==> src/rtl/irq_nest_ctrl.sv <==
module irq_nest_ctrl (
  input  logic        clk,
  input  logic        rst_n,
  input  logic [1:0]  ext_n,
  input  logic [3:0]  cap_pin,
  input  logic [8:0]  periph_req,
  input  logic        dma_busy,
  input  logic        cfg_we,
  input  logic [1:0]  cfg_sel,
  input  logic [15:0] cfg_wdata,
  input  logic        ack,
  input  logic        reti,
  output logic        irq_valid,
  output logic [3:0]  irq_vec
);
  localparam int NSRC = 15;

  logic [15:0]     ien;
  logic [NSRC-1:0] pri;
  logic [9:0]      trig;
  logic [1:0]      ex_s1, ex_s2, ex_s3, ex_flag;
  logic [3:0]      cp_s1, cp_s2, cp_s3, cp_flag;
  logic [1:0]      insvc;
  logic [NSRC-1:0] req, qual, hi, lo;
  logic            take_hi, take_lo, grant;

  function automatic logic [3:0] first_set(input logic [NSRC-1:0] v);
    logic [3:0] r;
    r = '0;
    for (int i = NSRC - 1; i >= 0; i--)
      if (v[i]) r = 4'(i);
    return r;
  endfunction

  always_ff @(posedge clk or negedge rst_n)
    if (!rst_n) begin
      ien  <= '0;
      pri  <= '0;
      trig <= '0;
    end else if (cfg_we) begin
      case (cfg_sel)
        2'd0: ien  <= cfg_wdata;
        2'd1: pri  <= cfg_wdata[NSRC-1:0];
        2'd2: trig <= cfg_wdata[9:0];
        default: ;
      endcase
    end

  always_ff @(posedge clk or negedge rst_n)
    if (!rst_n) begin
      ex_s1 <= '1; ex_s2 <= '1; ex_s3 <= '1;
      cp_s1 <= '0; cp_s2 <= '0; cp_s3 <= '0;
    end else begin
      ex_s1 <= ext_n;   ex_s2 <= ex_s1; ex_s3 <= ex_s2;
      cp_s1 <= cap_pin; cp_s2 <= cp_s1; cp_s3 <= cp_s2;
    end

  wire [1:0] ex_fall = ex_s3 & ~ex_s2 & trig[1:0];
  wire [3:0] cp_edge = (cp_s2 & ~cp_s3 & trig[5:2]) | (~cp_s2 & cp_s3 & trig[9:6]);

  assign req[0]    = trig[0] ? ex_flag[0] : ~ex_s2[0];
  assign req[1]    = periph_req[0];
  assign req[2]    = trig[1] ? ex_flag[1] : ~ex_s2[1];
  assign req[3]    = periph_req[1];
  assign req[7:4]  = cp_flag;
  assign req[14:8] = periph_req[8:2];

  assign qual    = req & ien[NSRC-1:0] & {NSRC{ien[15]}};
  assign hi      = qual & pri;
  assign lo      = qual & ~pri;
  assign take_hi = !insvc[1] && (|hi);
  assign take_lo = (insvc == 2'b00) && (|lo);

  assign irq_valid = !dma_busy && (take_hi || take_lo);
  assign irq_vec   = first_set(take_hi ? hi : lo);
  assign grant     = irq_valid && ack;

  always_ff @(posedge clk or negedge rst_n)
    if (!rst_n) begin
      ex_flag <= '0;
      cp_flag <= '0;
    end else begin
      for (int k = 0; k < 2; k++)
        if (ex_fall[k]) ex_flag[k] <= 1'b1;
        else if (grant && irq_vec == 4'(2 * k)) ex_flag[k] <= 1'b0;
      for (int k = 0; k < 4; k++)
        if (cp_edge[k]) cp_flag[k] <= 1'b1;
        else if (grant && irq_vec == 4'(4 + k)) cp_flag[k] <= 1'b0;
    end

  always_ff @(posedge clk or negedge rst_n)
    if (!rst_n) insvc <= '0;
    else begin
      logic [1:0] nxt;
      nxt = insvc;
      if (reti) begin
        if (nxt[1]) nxt[1] = 1'b0;
        else        nxt[0] = 1'b0;
      end
      if (grant) nxt[take_hi ? 1 : 0] = 1'b1;
      insvc <= nxt;
    end
endmodule


==> config.mk <==
export PLATFORM = sky130hd
export DESIGN_NAME = irq_nest_ctrl
export DESIGN_NICKNAME = d
export VERILOG_FILES = /design/src/rtl/irq_nest_ctrl.sv
export SDC_FILE = /design/constraint.sdc
export NUM_CORES = 1
export LEC_CHECK = 0
export ABC_CLOCK_PERIOD_IN_PS = 8700
export BUFFER_PORTS_ARGS = -buffer_cell sky130_fd_sc_hd__buf_2
export CAP_MARGIN = 25
export CORE_MARGIN = 2
export CORE_UTILIZATION = 30
export DETAILED_ROUTE_END_ITERATION = 16
export PLACE_DENSITY = 0.58
export REMOVE_ABC_BUFFERS = 1
export SYNTH_ARGS = -nofsm -noshare
export SYNTH_HDL_FRONTEND = slang
export SYNTH_SLANG_ARGS = --single-unit
==> constraint.sdc <==
create_clock -name clk -period 8.7 [get_ports clk]
set_clock_uncertainty 0.2 [all_clocks]
set_input_delay 1.305 -clock clk [delete_from_list [all_inputs] [get_ports clk]]
set_output_delay 1.305 -clock clk [all_outputs]
set_load 0.1 [all_outputs]
Word-level counts from Yosys, hierarchy flattened
Index checks and enable logic that the tools add are counted.
{ "word_totals": {"ff_bits": 67, "inputBits": 39, "out_inout_bits": 5, "wordCells": 107} }
{ "classes": {"n_lt_le_gt_ge": 2, "eq_ne": 7, "n_mux": 36, "n_bitwise": 18, "reduce_logical": 28} }
{ "ops": {"columns": ["cell", "count"], "rows": [
  ["$and 15x15->15", 4],
  ["$mux 4", 15],
  ["$reduce_or 15->1", 2],
  ["$mux 1", 17],
  ["$and 4x4->4", 4],
  ["$eq 4x3->1 const B", 4],
  ["$mux 15", 1],
  ["$not 15->15", 1],
  ["$reduce_bool 2->1", 6],
  ["$logic_and 1x1->1", 11],
  ["$not 4->4", 2],
  ["$reduce_and 2->1", 3],
  ["$and 2x2->2", 2],
  ["$eq 4x2->1 const B", 1],
  ["$logic_not 2->1", 2],
  ["$logic_not 4->1", 1],
  ["$mux 2", 2],
  ["$or 4x4->4", 1],
  ["$eq 2x1->1 const B", 1],
  ["$eq 2x2->1 const B", 1],
  ["$logic_not 1->1", 2],
  ["$lt 1x2->1 const B", 1],
  ["$not 1->1", 2],
  ["$not 2->2", 1],
  ["4 further kinds", 4]
]} }

Logic depth before layout (Yosys ltp)
{ "logic_depth": {"depth_word": 27, "mapped_depth": 11, "depth_no_buf": 9} }

Worst setup path after synthesis
Ideal clock, no wire load.
{ "synth_path": {"path_type": "input to output", "startpoint": "input port periph_req[0]", "endpoint": "output port irq_vec[3]", "arrival_time_ps": 5769, "t_required_ps": 7195, "setup_slack_ps": 1426, "cell_stages": 8, "n_path_buf": 0, "path_cell_list": "and3_4 -> a22o_4 -> nor4b_4 -> a21oi_2 -> xnor2_1 -> a22oi_2 -> and3_1 -> nor4_1"} }
{ "synth_via": {"elab_chain_cells": 21, "word_cells_on_any_way": 22} }
{ "synth_lines": {"columns": ["item", "line", "rtl"], "rows": [
  ["start, declared", "6", "input logic [8:0] periph_req,"],
  ["$and 15x15->15 * (2 in series)", "68", "assign qual = req & ien[NSRC-1:0] & {NSRC{ien[15]}};"],
  ["$and 15x15->15", "69", "assign hi = qual & pri;"],
  ["$reduce_or 15->1", "71", "assign take_hi = !insvc[1] && (|hi);"],
  ["$logic_and 1x1->1", "71", null],
  ["$mux 15 *", "75", "assign irq_vec = first_set(take_hi ? hi : lo);"],
  ["$mux 4 (14 in series)", "31", "if (v[i]) r = 4'(i);"],
  ["$mux 4 *", "31", null],
  ["end, declared", "14", "output logic [3:0] irq_vec"]
]} }
Mark *: on every way between the ends. The rest lies on a longest branch, timed or not.

Worst setup path in the final report
{ "layout_path": {"startpoint": "input port periph_req[0]", "endpoint": "output port irq_vec[1]"} }
Same word-level chain as after synthesis.

==> results.cfg <==
[status]
status = finished, final reports clean

[synthesis]
yosysWarnings = 0
syn-cell-area_um2 = 3448
synthTopCellsByArea = dfrtp_1 (44%), mux2_2 (13%), dfstp_2 (4.6%)
netlist_instances = 306
synth_top_area_cell = dfrtp_1
yosysSeqAreaShare_pct = 48.84
synth.avg_cell_area_um2 = 11.27
synth_edf_count = 0
ys_seq_elements = 67
synthDistinctLibCells = 65
async_flop_share_pct = 100.0
synth_ff_type = dfrtp_1
synthDominantCellAreaShare_pct = 44.27

[power_and_ir_drop]
leakagePower_nw = 1.736
power_density_nw_per_um2 = 309.7
power_mw = 1.281
ir_drop_uv = 201.3

[timing]
layout_min_cycle_time_ns = 5.634
final_hold_viol_count = 0
maxSlewViolCount = 0
finalSetupTns_ns = 0
setup_viol = 0
tightestPinTransition_ns = 1.002
timing.fmax_mhz = 177.5
fin_crit_sh_pct = 64.76
relSlewSlack_pct = 32.97
rsz0062_at_grt = no

[setup_path]
critPathKind = input port to primary output
required_ns = 7.19
start_kind = input port
path_max_fanout = 9
crit_arrival_ns = 4.13
worst_setup_path_end_kind = primary output

[grt]
grt_antenna_before_repair = 0
grt_first_pass_wirelength_um = 14550
grt_pass1_vias = 2738
grt_max_degree = 68
grt_busiest_layer = met2
grt_util_met2_pct = 23.62
grt_use_total_pct = 14.84
grt.met3_usage_pct = 3.882
gr-usage-met1_pct = 20.17
overflow = 0

[clocking]
cts_buffers = 9
cts_setup_buffers = 0
clkSlewWorstSetupHoldPaths_ns = 0.05
cts_sinks = 67
cts-root-buf = clkbuf_16
cts_hold_buf = 0
ctsResizeCount = 0
clockBufferDepth = 2
cts_tree = yes
insertion_delay_ns = 0.33
cts_max_level = 3

[hold_path]
hold_class = register to register

[placed_design]
finalWeightedCongestion = 0.8985
place_hpwl_um = 6545
io_buffers = 43
post_dp_cell_area_um2 = 3822

[finish]
final_area_um2 = 4135
area_growth_pct = 19.92
diodes = 0
layout-drive-gt1-share_pct = 35.93
final_nets = 393

[floorplan]
start_util_pct = 30.46
core_area_um2 = 11320
ios = 44
rows = 39
chipHeight_um = 111.2
dieArea_um2 = 12370
die_x_um = 111.2

[route]
avgViaCountPerCell = 5.279
drtIter0Drc = 147
wl_per_cell_um = 17.52
drt-total-wl_um = 8797
first_pass_iters = 4
drc = 0
antenna_left = 0
num_vias = 2650

[flow_run]
cap_viol_max_count = 0
through the flow:
stage	worst slack, ns	hold WS (ns)	cells	utilization [%]
floorplan	1.426	0.1312	298	-
global placement	3.147	0.1325	486	33.76
detailed placement	3.072	0.1372	486	33.76
CTS	3.057	0.1504	502	36.53
global route	2.803	0.1537	502	36.53
finish	3.066	0.1479	502	36.53
worst max-delay path, cell delays in order:
cell	delay [ns]
buf_2	0.10
and3_4	0.18
a22o_4	0.27
nor4b_4	0.52
a21oi_2	0.25
xnor2_1	0.23
a22oi_2	0.30
a211oi_1	0.12
nor3_1	0.35
buf_2	0.50
synthesized netlist by cell type, types with 2 or more instances:
library cell,n
a2111o_1,2
a211oi_1,5
a21o_1,5
a21oi_1,7
a21oi_2,3
a22oi_1,2
a31oi_1,3
and2_1,3
and3_1,3
and3_4,3
clkbuf_1,5
dfrtp_1,61
dfstp_2,6
inv_1,9
mux2_2,40
mux2i_1,2
nand2_1,22
nand2b_1,2
nand3_1,12
nand3b_1,14
nand4_1,13
nor2_1,15
nor3_1,3
nor3b_1,2
nor4_1,2
o2111ai_1,2
o211ai_1,2
o21ai_0,9
o221a_2,2
o22ai_1,3
o31a_1,2
o32a_1,2
or2_2,4
or3_1,3
xnor2_1,2
xor2_1,2
report_power, final:
| part | leakage [nW] | internal [mW] | switching, mW |
|---|---|---|---|
| registers | 0.771 | 0.366 | 0.0614 |
| clock network | 0.152 | 0.238 | 0.139 |
| logic | 0.813 | 0.163 | 0.313 |
| total | 1.74 | 0.767 | 0.514 |
flip-flops by register name, summed over array words and instances (netlist names):
name,flops
cp_s1,4
ex_s3,2
trig,10
ien,16
cp_s3,4
cp_s2,4
ex_flag,2
ex_s2,2
cp_flag,4
ex_s1,2
insvc,2
pri,15
kinds of logic after synthesis:
family | Yosys count | synth area share [%]
compound gates | 69 | 16.11
xor+xnor | 4 | 1.016
buf+inv | 17 | 2.140
flops | 67 | 48.84
mux | 42 | 13.64
simple gates | 107 | 18.25
per-layer routing:
metal | share of wire (%) | vias up
met5 | 0 | -
met4 | 1.2 | 0
met3 | 5.0 | 10
met2 | 46 | 62
met1 | 48 | 1311
li1 | - | 1267
layout make-up:
cell class	count	area [um^2]
Fill cell	1148	7186
Inverter	9	33.78
Clock buffer	11	252.7
Sequential cell	67	1684
Clock inverter	5	60.06
Timing Repair Buffer	45	230.2
Tap cell	143	178.9
Multi-Input combinational cell	222	1695
layout by cell type, fill, tap and decap left out, drive strengths merged, types with 3 or more instances in the layout:
master	Yosys	final
nand2	22	22
o22ai	3	3
and3	6	6
nand3b	14	14
mux2	40	40
nor3	3	3
a22oi	3	3
a21oi	11	11
and2	3	3
or2	4	4
or3	3	3
nor2	16	16
o21ai	11	11
nand4	14	14
nand3	12	12
buf	2	45
a211oi	5	5
clkbuf	6	11
dfstp	6	6
a21o	6	6
dfrtp	61	61
inv	9	10
a31oi	3	3
final timing paths:
path | from | endpoint | slack [ns] | depth (start not counted)
setup / recovery | periph_req[0] | irq_vec[1] | 3.07 | 10
hold / removal | cp_s1[0] | cp_s2[0] | 0.15 | 0
setup reg to reg | ien[15] | cp_flag[2] | 4.88 | 9
hold reg to reg | cp_s1[0] | cp_s2[0] | 0.15 | 0
max in group asynchronous | rst_n | ien[9] | 6.79 | 2
min in group asynchronous | rst_n | ex_flag[1] | 0.97 | 2
Power figures use the tool's default switching activity.
